File: src/rtl/gpio_mux_pkg.sv
package gpio_mux_pkg;
  localparam int unsigned PORT_W = 8;
  localparam int unsigned SYNC_STAGES = 2;

  typedef enum logic [1:0] {
    RD_DIR  = 2'd0,
    RD_OUT  = 2'd1,
    RD_PIN  = 2'd2,
    RD_NONE = 2'd3
  } rd_sel_e;

  typedef struct packed {
    logic en;
    logic val;
  } ovr_t;
endpackage

File: src/rtl/gpio_sync.sv
module gpio_sync #(
  parameter int unsigned STAGES = 2
) (
  input  logic clk_i,
  input  logic rst_ni,
  input  logic d_i,
  output logic q_o
);
  logic [STAGES-1:0] sr;

  generate
    if (STAGES == 1) begin : g_one
      always_ff @(posedge clk_i or negedge rst_ni) begin
        if (!rst_ni) sr <= '0;
        else         sr <= d_i;
      end
    end else begin : g_chain
      always_ff @(posedge clk_i or negedge rst_ni) begin
        if (!rst_ni) sr <= '0;
        else         sr <= {sr[STAGES-2:0], d_i};
      end
    end
  endgenerate

  assign q_o = sr[STAGES-1];
endmodule

File: src/rtl/gpio_port_regs.sv
module gpio_port_regs #(
  parameter int unsigned W = 8
) (
  input  logic         clk_i,
  input  logic         rst_ni,
  input  logic         dir_we_i,
  input  logic         out_we_i,
  input  logic [W-1:0] wdata_i,
  output logic [W-1:0] dir_q_o,
  output logic [W-1:0] out_q_o
);
  always_ff @(posedge clk_i or negedge rst_ni) begin
    if (!rst_ni) begin
      dir_q_o <= '0;
      out_q_o <= '0;
    end else begin
      if (dir_we_i) dir_q_o <= wdata_i;
      if (out_we_i) out_q_o <= wdata_i;
    end
  end
endmodule

File: src/rtl/gpio_pin_cell.sv
module gpio_pin_cell
  import gpio_mux_pkg::*;
#(
  parameter int unsigned STAGES = SYNC_STAGES
) (
  input  logic clk_i,
  input  logic rst_ni,
  input  logic dir_bit_i,
  input  logic out_bit_i,
  input  logic pull_off_i,
  input  logic sleep_i,
  input  ovr_t pu_ovr_i,
  input  ovr_t dir_ovr_i,
  input  ovr_t val_ovr_i,
  input  ovr_t ien_ovr_i,
  input  logic pad_in_i,
  output logic pad_oe_o,
  output logic pad_out_o,
  output logic pad_pu_o,
  output logic raw_in_o,
  output logic pin_sync_o
);
  logic pu_dflt, in_en, drv_val;

  assign pu_dflt   = ~dir_bit_i & out_bit_i & ~pull_off_i;
  assign pad_pu_o  = pu_ovr_i.en  ? pu_ovr_i.val  : pu_dflt;
  assign pad_oe_o  = dir_ovr_i.en ? dir_ovr_i.val : dir_bit_i;
  assign drv_val   = val_ovr_i.en ? val_ovr_i.val : out_bit_i;
  assign pad_out_o = pad_oe_o & drv_val;
  assign in_en     = ien_ovr_i.en ? ien_ovr_i.val : ~sleep_i;
  // gated input keeps a floating pad from reaching the peripheral or the read path
  assign raw_in_o  = pad_in_i & in_en;

  gpio_sync #(.STAGES(STAGES)) u_sync (
    .clk_i (clk_i),
    .rst_ni(rst_ni),
    .d_i   (raw_in_o),
    .q_o   (pin_sync_o)
  );
endmodule

File: src/rtl/gpio_port_mux.sv
module gpio_port_mux
  import gpio_mux_pkg::*;
#(
  parameter int unsigned W = PORT_W
) (
  input  logic         clk_i,
  input  logic         rst_ni,
  input  logic         pull_off_i,
  input  logic         sleep_i,
  input  logic         dir_we_i,
  input  logic         out_we_i,
  input  logic [W-1:0] wdata_i,
  input  logic [1:0]   rd_sel_i,
  output logic [W-1:0] rdata_o,
  input  logic [W-1:0] pu_ovr_en_i,
  input  logic [W-1:0] pu_ovr_val_i,
  input  logic [W-1:0] dir_ovr_en_i,
  input  logic [W-1:0] dir_ovr_val_i,
  input  logic [W-1:0] val_ovr_en_i,
  input  logic [W-1:0] val_ovr_val_i,
  input  logic [W-1:0] ien_ovr_en_i,
  input  logic [W-1:0] ien_ovr_val_i,
  input  logic [W-1:0] pad_in_i,
  output logic [W-1:0] pad_oe_o,
  output logic [W-1:0] pad_out_o,
  output logic [W-1:0] pad_pu_o,
  output logic [W-1:0] raw_in_o
);
  logic [W-1:0] dir_q, out_q, pin_q;
  rd_sel_e      rd_sel;

  gpio_port_regs #(.W(W)) u_regs (
    .clk_i   (clk_i),
    .rst_ni  (rst_ni),
    .dir_we_i(dir_we_i),
    .out_we_i(out_we_i),
    .wdata_i (wdata_i),
    .dir_q_o (dir_q),
    .out_q_o (out_q)
  );

  for (genvar n = 0; n < W; n++) begin : g_pin
    gpio_pin_cell #(.STAGES(SYNC_STAGES)) u_cell (
      .clk_i     (clk_i),
      .rst_ni    (rst_ni),
      .dir_bit_i (dir_q[n]),
      .out_bit_i (out_q[n]),
      .pull_off_i(pull_off_i),
      .sleep_i   (sleep_i),
      .pu_ovr_i  ('{en: pu_ovr_en_i[n],  val: pu_ovr_val_i[n]}),
      .dir_ovr_i ('{en: dir_ovr_en_i[n], val: dir_ovr_val_i[n]}),
      .val_ovr_i ('{en: val_ovr_en_i[n], val: val_ovr_val_i[n]}),
      .ien_ovr_i ('{en: ien_ovr_en_i[n], val: ien_ovr_val_i[n]}),
      .pad_in_i  (pad_in_i[n]),
      .pad_oe_o  (pad_oe_o[n]),
      .pad_out_o (pad_out_o[n]),
      .pad_pu_o  (pad_pu_o[n]),
      .raw_in_o  (raw_in_o[n]),
      .pin_sync_o(pin_q[n])
    );
  end

  assign rd_sel = rd_sel_e'(rd_sel_i);

  always_comb begin
    unique case (rd_sel)
      RD_DIR:  rdata_o = dir_q;
      RD_OUT:  rdata_o = out_q;
      RD_PIN:  rdata_o = pin_q;
      default: rdata_o = '0;
    endcase
  end
endmodule

File: config.mk
export PLATFORM = sky130hd
export DESIGN_NAME = gpio_port_mux
export DESIGN_NICKNAME = d
export VERILOG_FILES = /design/src/rtl/gpio_mux_pkg.sv /design/src/rtl/gpio_sync.sv /design/src/rtl/gpio_port_regs.sv /design/src/rtl/gpio_pin_cell.sv /design/src/rtl/gpio_port_mux.sv
export SDC_FILE = /design/constraint.sdc
export NUM_CORES = 1
export LEC_CHECK = 0
export ABC_CLOCK_PERIOD_IN_PS = 1200
export BUFFER_PORTS_ARGS = -buffer_cell sky130_fd_sc_hd__buf_2
export CAP_MARGIN = 20
export CORE_ASPECT_RATIO = 1.1
export CORE_UTILIZATION = 44
export CTS_BUF_LIST = sky130_fd_sc_hd__clkbuf_2 sky130_fd_sc_hd__clkbuf_4 sky130_fd_sc_hd__clkbuf_8
export CTS_CLUSTER_DIAMETER = 200
export DETAILED_ROUTE_END_ITERATION = 6
export GPL_TIMING_DRIVEN = 0
export HOLD_SLACK_MARGIN = 0.05
export PLACE_DENSITY = 0.88
export SETUP_SLACK_MARGIN = 0.05
export SYNTH_ARGS = -nofsm -noshare
export SYNTH_HDL_FRONTEND = slang
export SYNTH_SLANG_ARGS = --single-unit
File: constraint.sdc
create_clock -name clk_i -period 1.2 [get_ports clk_i]
set_input_delay 0.12 -clock clk_i [delete_from_list [all_inputs] [get_ports clk_i]]
set_output_delay 0.12 -clock clk_i [all_outputs]
set_load 0.01 [all_outputs]
==> summary.md <==
| Metric | Value |
|---|---|
| Outcome | `finished, violations left` |
| Failing checks | `negative setup slack` |
| Pwr dens | `1010 nW/µm²` |
| Final net count | `408` |
| Height of the die | `72.2 µm` |
| Worst Hold Class | `input port to flop` |
| CTS clock-pin slew for the worst setup and hold paths | `60 ps` |
| RSZ-0062 raised after global routing | `yes` |
| Final hold vios | `0` |
| Total power | `3.15 mW` |
| Ports | `128` |
| Synthesized Nets | `271` |
| Die outline width | `65.8 µm` |
| Pre-CTS setup slack | `8.71 ps` |
| Synthesized cell area | `1970 µm²` |
| Vias | `1873` |
| Detail Placement HPWL | `3.68 mm` |
| Ys Warns | `0` |
| Routed WL | `5.46 mm` |
| Final WS setup | `-236 ps` |
| Top cells by area, synth | `dfrtp_1 41%, mux2_2 14%, buf_4 12%, nand2_1 4.6%, mux2i_1 4.1%` |
| Clk_skew | `4.19 ps` |
| Final Core Density | `0.730` |
| Number of global-route vias before repair | `1904` |
| Slew Viols, Final | `0` |
| CP required | `1080 ps` |
| DP Area | `2650 µm²` |
| Post-synthesis sequential area ratio | `0.407` |
| CTS tree | `done` |
| Worst Path Class, Setup | `flop to primary output` |
| Placeable Area | `4290 µm²` |
| TritonRoute pass-1 iters | `6` |
| # DRC | `0` |
| Starting density of the core | `0.460` |
| Period minus WS final | `1440 ps` |
| Grt ovf | `0` |
| Post-Layout Cell Count | `374` |
| CTS Sinks | `32` |
| Syn-to-layout area delta | `58.8%` |
| H-tree depth | `2` |
| Mapped Cells | `183` |
| Initial DRC Count | `37` |
| Global-route wire length before repair | `8.31 mm` |
| IO Port Bufs | `123` |
| Pin count of the biggest net entering global routing | `33` |
| Share of cells above drive strength 1 | `0.734` |
| Static leakage | `1.67 nW` |
| Antenna-violating nets left | `0` |
| Worst-Skew Late Latency | `280 ps` |
| Die area | `4750 µm²` |
| CP Launch Type | `flop` |
| Post-placement cell count | `360` |
| Initial antenna violation count | `0` |
| Fmax | `0.696 GHz` |
| Yosys reg bits | `32` |
| Mapped Avg Cell Area | `10.8 µm²` |
| Setup-failing EPs final | `32` |
| DR WL/cell | `14.6 µm` |
| Yosys top cell area share | `0.407` |
| Worst-path maximum fanout | `2` |
| Area leader, netlist | `dfrtp_1` |
| Worst IR Drop VDD | `0.852 mV` |
| Worst setup EP type | `primary output` |
| Buffer depth of the longest clock path | `2` |
| Total track usage | `0.240` |
| Drt via density | `5.01` |
| Antenna Cells | `0` |
| Slew @ Worst Pin | `706 ps` |
| Worst slew margin | `0.530` |
| CTS root buf | `clkbuf_8` |
| Crit path DAT | `1320 ps` |
| Cts bufs inserted | `5` |
| Final worst-path cycle share | `1.20` |
| Number of distinct library cells after synthesis | `19` |
| Final instance area | `3130 µm²` |
| Site Rows | `25` |
| Max cap viols | `0` |
| Routability cong. | `0.794` |
-- state kept, by name (all words and copies together) (netlist names) --
register / flops
u_regs.out_q_o: 8
u_regs.dir_q_o: 8
g_pin.u_cell.u_sync.sr: 16
-- synthesized netlist by cell type --
cell type,n
a21boi_0,1
a21boi_2,7
and2_1,8
buf_2,2
buf_4,32
buf_6,4
dfrtp_1,32
inv_1,8
mux2_2,24
mux2i_1,8
nand2_1,24
nor2b_4,1
o21ai_0,6
o21ai_1,2
o2bb2ai_1,8
o41ai_1,5
o41ai_2,3
or2_1,1
or2_2,7
-- area by class of cell --
cell class	count	area, µm²
repair buffers	138	898
clock buffers	7	96.3
multi-input cells	105	968
inverters	8	30.0
well taps	54	67.6
flip-flops and latches	32	801
fillers	295	1160
plain buffers	30	265
-- worst max-delay path, stage by stage, from the launching register on --
cell     delay (ps)
dfrtp_1         360
inv_1            70
o41ai_2         340
buf_4           170
buf_6            90
-- cells in the final DEF, fill, tap and decap left out, drive strengths merged --
master         n
a21boi         8
and2           8
buf          166
clkbuf         7
dfrtp         32
dlygate4sd3    2
inv            8
mux2          24
mux2i          8
nand2         24
nor2b          1
o21ai          8
o2bb2ai        8
o41ai          8
or2            8
-- cells by family (layout without fill, tap and decap cells) --
family | Yosys count | after routing | synth area share
simple gates | 41 | 41 | 0.104
compound gates | 32 | 32 | 0.147
mux | 32 | 32 | 0.178
buf+inv | 46 | 183 | 0.165
flops | 32 | 32 | 0.407
-- where the power goes --
| part | switching, mW | internal (mW) | leakage [nW] |
|---|---|---|---|
| clock | 0.370 | 0.510 | 0.0503 |
| sequential | 0.0650 | 1.16 | 0.399 |
| combinational | 0.408 | 0.637 | 1.22 |
| total | 0.843 | 2.31 | 1.67 |
-- worst paths after layout --
check                                                       start                                      to  slack, ps  cells past startpoint
max in group asynchronous                                  rst_ni           u_regs.out_q_o[5]$_DFFE_PN0P_        310                      2
min in group asynchronous                                  rst_ni           u_regs.out_q_o[0]$_DFFE_PN0P_        440                      2
setup reg to reg                    u_regs.dir_q_o[1]$_DFFE_PN0P_           u_regs.dir_q_o[1]$_DFFE_PN0P_        180                      3
hold reg to reg            g_pin[6].u_cell.u_sync.sr[0]$_DFF_PN0_  g_pin[6].u_cell.u_sync.sr[1]$_DFF_PN0_        340                      0
setup / recovery                    u_regs.out_q_o[7]$_DFFE_PN0P_                             pad_pu_o[7]       -240                      4
hold / removal                                         wdata_i[7]           u_regs.out_q_o[7]$_DFFE_PN0P_         60                      3
-- through the flow --
step / setup TNS [ps] / hold slack [ps]
CTS: -4930 / 51.5
detailed placement: 0 / 206
global placement: 0 / 194
global route: -6380 / 66.6
finish: -4900 / 60.3
floorplan: 0 / -176
-- repair_timing --
item | CTS | global route
resized for setup | 60 | 9
setup endpoints to repair | 32 | 33
setup buffers | 11 | 2
gates cloned | 0 | 0
hold buffers | 2 | 0
endpoints found under the hold margin | 33 | 0
pin swaps | 23 | 10
-- layer usage --
layer | up-vias | GRT usage | wire [µm]
li1 | 872 | - | -
met1 | 901 | 0.241 | 1860
met2 | 86 | 0.432 | 3100
met3 | 14 | 0.0582 | 343
met4 | 0 | 0.155 | 155
met5 | - | 0 | 0
Note: power is estimated with default switching activity, not from simulation.
